**src/rtl/rl_divider.sv**
```systemverilog
module rl_divider #(
  parameter int unsigned DIV = 5
) (
  input  logic clk,
  input  logic rst,
  output logic tick
);
  localparam int unsigned CW = (DIV > 1) ? $clog2(DIV) : 1;
  localparam logic [CW-1:0] LAST = CW'(DIV - 1);

  logic [CW-1:0] cnt_q;

  assign tick = (cnt_q == LAST);

  always_ff @(posedge clk) begin
    if (rst)       cnt_q <= '0;
    else if (tick) cnt_q <= '0;
    else           cnt_q <= cnt_q + 1'b1;
  end


  wrap_chk: assert property (@(posedge clk) disable iff (rst)
    tick |=> (cnt_q == '0));
endmodule

```
**src/rtl/rl_sender.sv**
```systemverilog
module rl_sender #(
  parameter int unsigned LINES = 4
) (
  input  logic             clk,
  input  logic             rst,
  input  logic             link_up,
  input  logic             tick,
  input  logic [LINES-1:0] lines,
  input  logic             ready,
  output logic [LINES:0]   frame,
  output logic             valid
);
  logic [LINES:0] frame_q;
  logic           valid_q;

  always_ff @(posedge clk) begin
    if (rst) begin
      frame_q <= '0;
      valid_q <= 1'b0;
    end else if (!link_up) begin
      valid_q <= 1'b0;
    end else if (tick) begin
      frame_q <= {^lines, lines};
      valid_q <= 1'b1;
    end else if (valid_q && ready) begin
      valid_q <= 1'b0;
    end
  end

  assign frame = frame_q;
  assign valid = valid_q;


  frame_parity_chk: assert property (@(posedge clk) disable iff (rst)
    valid |-> (^frame == 1'b0));

  pending_hold_chk: assert property (@(posedge clk) disable iff (rst)
    (link_up && valid && !ready && !tick) |=> (valid && $stable(frame)));

  link_down_chk: assert property (@(posedge clk) disable iff (rst)
    !link_up |=> !valid);
endmodule

```
**src/rtl/rl_receiver.sv**
```systemverilog
module rl_receiver #(
  parameter int unsigned LINES = 4,
  parameter int unsigned CNT_W = 8
) (
  input  logic             clk,
  input  logic             rst,
  input  logic             link_up,
  input  logic [LINES:0]   frame,
  input  logic             valid,
  output logic [LINES-1:0] status,
  output logic [CNT_W-1:0] errs,
  output logic             sticky
);
  localparam logic [CNT_W-1:0] CMAX = {CNT_W{1'b1}};

  logic             accept;
  logic             par_bad;
  logic [LINES-1:0] status_q;
  logic [CNT_W-1:0] errs_q;
  logic             sticky_q;

  assign accept  = valid && link_up;
  assign par_bad = ^frame;

  always_ff @(posedge clk) begin
    if (rst) begin
      status_q <= '0;
      errs_q   <= '0;
      sticky_q <= 1'b0;
    end else if (accept) begin
      if (!par_bad) begin
        status_q <= frame[LINES-1:0];
      end else begin
        sticky_q <= 1'b1;
        if (errs_q != CMAX) errs_q <= errs_q + 1'b1;
      end
    end
  end

  assign status = status_q;
  assign errs   = errs_q;
  assign sticky = sticky_q;


  bad_drop_chk: assert property (@(posedge clk) disable iff (rst)
    (valid && (^frame)) |=> $stable(status));

  down_hold_chk: assert property (@(posedge clk) disable iff (rst)
    !link_up |=> ($stable(status) && $stable(errs) && $stable(sticky)));

  sat_chk: assert property (@(posedge clk) disable iff (rst)
    (errs == CMAX) |=> (errs == CMAX));

  sticky_chk: assert property (@(posedge clk) disable iff (rst)
    sticky |=> sticky);
endmodule

```
**src/rtl/retline_link.sv**
```systemverilog
module retline_link #(
  parameter int unsigned LINES = 4,
  parameter int unsigned DIV   = 5,
  parameter int unsigned CNT_W = 8
) (
  input  logic             clk,
  input  logic             rst,
  input  logic             link_up,
  input  logic [LINES-1:0] status_in,
  output logic [LINES:0]   tx_frame,
  output logic             tx_valid,
  input  logic             tx_ready,
  input  logic [LINES:0]   rx_frame,
  input  logic             rx_valid,
  output logic [LINES-1:0] status_out,
  output logic [CNT_W-1:0] err_count,
  output logic             err_sticky
);
  logic tick;

  rl_divider #(.DIV(DIV)) u_div (
    .clk  (clk),
    .rst  (rst),
    .tick (tick)
  );

  rl_sender #(.LINES(LINES)) u_tx (
    .clk     (clk),
    .rst     (rst),
    .link_up (link_up),
    .tick    (tick),
    .lines   (status_in),
    .ready   (tx_ready),
    .frame   (tx_frame),
    .valid   (tx_valid)
  );

  rl_receiver #(.LINES(LINES), .CNT_W(CNT_W)) u_rx (
    .clk     (clk),
    .rst     (rst),
    .link_up (link_up),
    .frame   (rx_frame),
    .valid   (rx_valid),
    .status  (status_out),
    .errs    (err_count),
    .sticky  (err_sticky)
  );
endmodule

```
**config.mk**
```make
export PLATFORM = sky130hd
export DESIGN_NAME = retline_link
export DESIGN_NICKNAME = d
export VERILOG_FILES = /design/src/rtl/rl_divider.sv /design/src/rtl/rl_sender.sv /design/src/rtl/rl_receiver.sv /design/src/rtl/retline_link.sv
export SDC_FILE = /design/constraint.sdc
export NUM_CORES = 1
export LEC_CHECK = 0
export ABC_CLOCK_PERIOD_IN_PS = 1900
export BUFFER_PORTS_ARGS = -buffer_cell sky130_fd_sc_hd__buf_4
export CAP_MARGIN = 10
export CORE_UTILIZATION = 28
export DETAILED_ROUTE_END_ITERATION = 8
export SLEW_MARGIN = 20
export SYNTH_ARGS = -nofsm -noshare
export SYNTH_HDL_FRONTEND = slang
export SYNTH_SLANG_ARGS = --single-unit
```
**constraint.sdc**
```tcl
create_clock -name clk -period 1.9 [get_ports clk]
set_input_delay 0.285 -clock clk [delete_from_list [all_inputs] [get_ports clk]]
set_output_delay 0.285 -clock clk [all_outputs]
set_load 0.005 [all_outputs]
```
# After elaboration in Yosys (flattened, before gate mapping)
# Index checks and enable logic that the tools add are counted.
[classes]
n_mul = 0
n_shift = 0
magnitude_cmp = 0
n_eq_ne = 2
mux = 2
div_mod_pow = 0
add_sub_neg = 2
reduce_logical = 11
n_bitwise = 2
[ops]
columns = ["cell", "n"]
rows = [
  ["8-bit by 1-bit adder with 8-bit output (second input constant)", 1],
  ["8-bit inequality test (second input constant)", 1],
  ["2-bit AND reduction", 3],
  ["5-bit parity", 1],
  ["2-bit OR reduction", 2],
  ["4-bit parity", 1],
  ["3-bit by 1-bit adder with 3-bit output (second input constant)", 1],
  ["3-bit equality test (second input constant)", 1],
  ["3-bit AND reduction", 1],
  ["1-bit logical AND", 2],
  ["1-bit 2-to-1 mux", 2],
  ["1-bit NOT", 2],
  ["2-bit nonzero test", 1],
]
[word_totals]
elab_cells = 25
ramBits = 0
out_inout_bits = 19
latchBits = 0
regBits = 22
romBits = 0
input_bits = 14
memories = 0

# Longest topological paths before layout
[depth]
word_depth = 3
ltp_mapped = 6
mapped_depth_nobuf = 5

# Cells and area by module
# From an unflattened synthesis, not the netlist that was laid out.
[unflattened]
hier_cells = 117
area_unflattened_um2 = 1013.5
[modules_own_cells]
columns = ["mod", "cells_each", "seq_area_each_um2", "instances", "area_per_inst_um2"]
rows = [
  ["rl_receiver", 75, 260.2, 1, 635.6],
  ["rl_sender", 29, 120.1, 1, 242.7],
  ["rl_divider", 13, 60.1, 1, 135.1],
]

# Worst setup path after synthesis
# No wires, ideal clock.
[synth_timing]
path_kind = "register -> register"
start = "register u_rx.errs_q[0] (netlist: u_rx.errs[0])"
end = "register u_rx.errs_q[5] (netlist: u_rx.errs[5])"
slack_ps = 202
setup_ps = 121
synth_period_minus_slack_ps = 1698
t_required_ps = 1779
stages_incl_launch_ff = 6
arrival_ps = 1577
path_buffers = 1
path_cell_list = "dfxtp_1 ha_1 a41o_2 clkbuf_8 nor4_1 mux2_2"
[synth_via]
elab_chain_cells = 2
elab_cells_between_ends = 3
cone_classes = "add/sub (1); eq/ne (1); reduce/logical (1)"
[synth_rtl]
columns = ["item", "line_no", "rtl"]
rows = [
  ["start, declared", "rl_receiver.sv:19", "logic [CNT_W-1:0] errs_q;"],
  ["start signal, assigned", "rl_receiver.sv:35", "if (errs_q != CMAX) errs_q <= errs_q + 1'b1;"],
  ["parallel branches: the longest is 2 deep, another holds 8-bit by 1-bit adder with 8-bit output", "-", ""],
]
# Several ways; the timed one is not identified.
# A chain may end at the register's enable or synchronous reset.

# Worst setup path after layout
# Ends and elaborated chain as after synthesis.

==> flow_metrics.py <==
metrics = {
    "placed_design": {
        "placed_cells": 191,
        "gp_congestion": 0.735,
        "dp_hpwl_um": 1790,
        "io_buffers": 32,
    },
    "clock_tree": {
        "postCtsHoldBufs": 0,
        "root_buffer": "clkbuf_8",
        "post_cts_buffers": 0,
        "cts_htree_levels": 1,
        "numCtsBuffers": 3,
        "clk_pin_slew_ps": 80,
        "clk_latency_ps": 260,
        "clock-sinks": 22,
        "cts_buffer_depth": 2,
        "cts-resized-gates": 0,
        "cts_tree": "yes",
    },
    "floorplanning": {
        "die_width_um": 63.8,
        "core-area_mm2": 0.00366,
        "die-area_mm2": 0.00408,
        "start_util_pct": 29.3,
        "num_io_pins": 33,
        "rows": 22,
        "die_y_um": 63.8,
    },
    "yosys": {
        "syn_inst": 112,
        "yosysUniqueCellTypes": 35,
        "synth-seq-cells": 22,
        "yosys.area_share.simple_pct": 20.3,
        "synth.mux.area_fraction_pct": 6.66,
        "syn_nets": 129,
        "syn_area_mm2": 0.00107,
        "ys_warn_count": 0,
        "synth-xor-area-share_pct": 7.83,
        "synthAdderAreaFrac_pct": 3.50,
        "synth_compound_area_share_pct": 13.4,
        "synth_top_family_by_area": "simple AND/OR/NAND/NOR gates",
        "avgSynthCellArea_um2": 9.56,
        "ys_seq_area_share_pct": 41.1,
    },
    "setup_path": {
        "critPathMaxFanout": 12,
        "slowest_stage": "dfxtp_1",
        "critPathMaxStageDelay_ps": 370,
        "rrSetupSlack_ps": 140,
        "cp-end-kind": "register",
        "crit_end": "u_rx.errs[5]",
        "r2r_cells": 4,
        "cp.required_ps": 2060,
        "rr_endpoint": "u_rx.errs[5]",
        "path_cells": "ha_1 > a41o_2 > nor4_1 > mux2_2",
        "start_kind": "register",
        "crit_arrival_ps": 1910,
        "crit_start": "u_rx.errs[0]",
        "path_class": "register to register",
        "r2r-start": "u_rx.errs[0]",
    },
    "sta": {
        "maxSlewHeadroom_pct": 66.0,
        "hold_viol": 0,
        "setup_viol_count_final": 0,
        "timing.setup.tns_ps": 0,
        "fin_crit_sh_pct": 92.4,
        "period_minus_slack_ps": 1760,
        "rsz0062_at_grt": "false",
        "tightest_slew_ps": 509,
        "fin_skew_ps": 1.70,
        "timing.fmax_ghz": 0.569,
        "slew_violations": 0,
    },
    "final_layout": {
        "final_cell_mix": "buf_4 (36), dfxtp_1 (22), nor2_1 (11), a21oi_1 (10), o21ai_0 (7)",
        "final_cells": 195,
        "fin_nets": 165,
        "insertedDiodeCount": 0,
        "final_common_cell": "buf_4",
        "syn2layout_area_growth_pct": 30.6,
        "drive_gt1_share_pct": 32.0,
    },
    "power_and_ir_drop": {
        "leakagePower_uw": 0.000599,
        "vdd_ir_drop_max_mv": 0.381,
        "cellPowerDensity_mw_per_mm2": 718,
    },
    "grt": {
        "antenna_found_initial": 0,
        "grt_pass1_wl_um": 3880,
        "track_usage_pct": 12.0,
        "grt_max_degree": 24,
        "grt_pass1_vias": 892,
        "gr-total-overflow": 0,
    },
    "drt": {
        "num_vias": 941,
        "ant_nets": 0,
        "viasPerCell": 4.83,
        "dr.pass1.iters": 4,
        "drtIter0Drc": 25,
        "drc_errors": 0,
        "routed_wl_um": 2390,
        "wl_per_cell_um": 12.2,
    },
    "outcome": {
        "status": "finished clean",
    },
    "min_path": {
        "hp-class": "primary input to register",
        "hold_path_startpoint": "status_in[3]",
    },
    "flow_run": {
        "max_cap_violations": 0,
    },
}
## cell type report
class / count / area, um^2
clock buffers: 4 / 55.1
fillers: 376 / 2260
inverters: 5 / 18.8
multi-input cells: 80 / 554
flip-flops and latches: 22 / 440
well taps: 48 / 60.1
repair buffers: 36 / 270
## synthesized netlist by cell type (all sizes together)
| master | number | area (um^2) |
|---|---|---|
| a211oi | 1 | 7.51 |
| a21oi | 10 | 50.1 |
| a22oi | 1 | 7.51 |
| a41o | 1 | 11.3 |
| and2 | 2 | 12.5 |
| and4 | 1 | 8.76 |
| buf | 1 | 11.3 |
| clkbuf | 4 | 46.3 |
| dfxtp | 22 | 440 |
| ha | 3 | 37.5 |
| inv | 5 | 18.8 |
| mux2 | 1 | 11.3 |
| mux2i | 6 | 60.1 |
| nand2 | 4 | 15.0 |
| nand2b | 1 | 6.26 |
| nand3 | 4 | 20.0 |
| nand4 | 4 | 25.0 |
| nand4b | 1 | 8.76 |
| nor2 | 11 | 41.3 |
| nor2b | 1 | 6.26 |
| nor3b | 1 | 7.51 |
| nor4 | 2 | 12.5 |
| nor4b | 1 | 8.76 |
| o21ai | 7 | 35.0 |
| o21ba | 1 | 10.0 |
| o31ai | 3 | 22.5 |
| or3 | 2 | 13.8 |
| or3b | 1 | 8.76 |
| or4 | 3 | 22.5 |
| xnor2 | 3 | 26.3 |
| xnor3 | 1 | 23.8 |
| xor2 | 3 | 33.8 |
## worst min path at each step
stage	end	slack (ps)	cells past startpoint
4_1_cts	u_tx.frame[0]	260	3
3_3_place_gp	u_rx.status[0]	470	2
6_report	u_tx.frame[3]	270	3
3_5_place_dp	u_rx.status[3]	470	2
2_1_floorplan	u_tx.frame[0]	430	2
5_1_grt	u_tx.frame[0]	260	3
## registers in the layout (all words and copies together) (netlist names)
name         count
u_div.cnt_q      3
u_rx.errs        8
u_rx.status      4
u_rx.sticky      1
u_tx.frame       5
u_tx.valid       1
## logic make-up after synthesis
kind of cell,after synthesis
compound gates,24
xor+xnor,7
fa+ha+maj,3
buf+inv,10
flops,22
mux,7
simple gates,39
## report_power, final
| part | leakage [uW] | internal [uW] | switching [uW] |
|---|---|---|---|
| registers | 0.000178 | 477 | 11.5 |
| logic | 0.000392 | 85.9 | 92.0 |
| clock network | 0.0000288 | 185 | 154 |
## routing by layer
metal | global-route usage [%] | part of all wire, % | vias up
li1 | - | - | 470
met1 | 13.0 | 43 | 444
met2 | 22.9 | 52 | 27
met3 | 3.21 | 5.0 | 0
met4 | 2.27 | 0 | 0
met5 | 0 | 0 | -
## metrics by stage
stage	worst slack, ps	hold slack (ps)	instance area (um^2)	utilization, %	power [uW]
CTS	146	264	1400	38.2	1020
floorplan	202	429	1070	-	613
global route	69.9	265	1400	38.2	1060
global placement	50.0	468	1340	36.7	672
finish	144	271	1400	38.2	1000
detailed placement	28.7	470	1340	36.7	677
## worst max-delay path, delay by kind of cell, from the launching register on
kind	cells	cell delay (ps)
compound gates	1	370
fa+ha+maj	1	270
flops	1	370
mux	1	370
simple gates	1	260
Note: power is estimated with default switching activity, not from simulation.
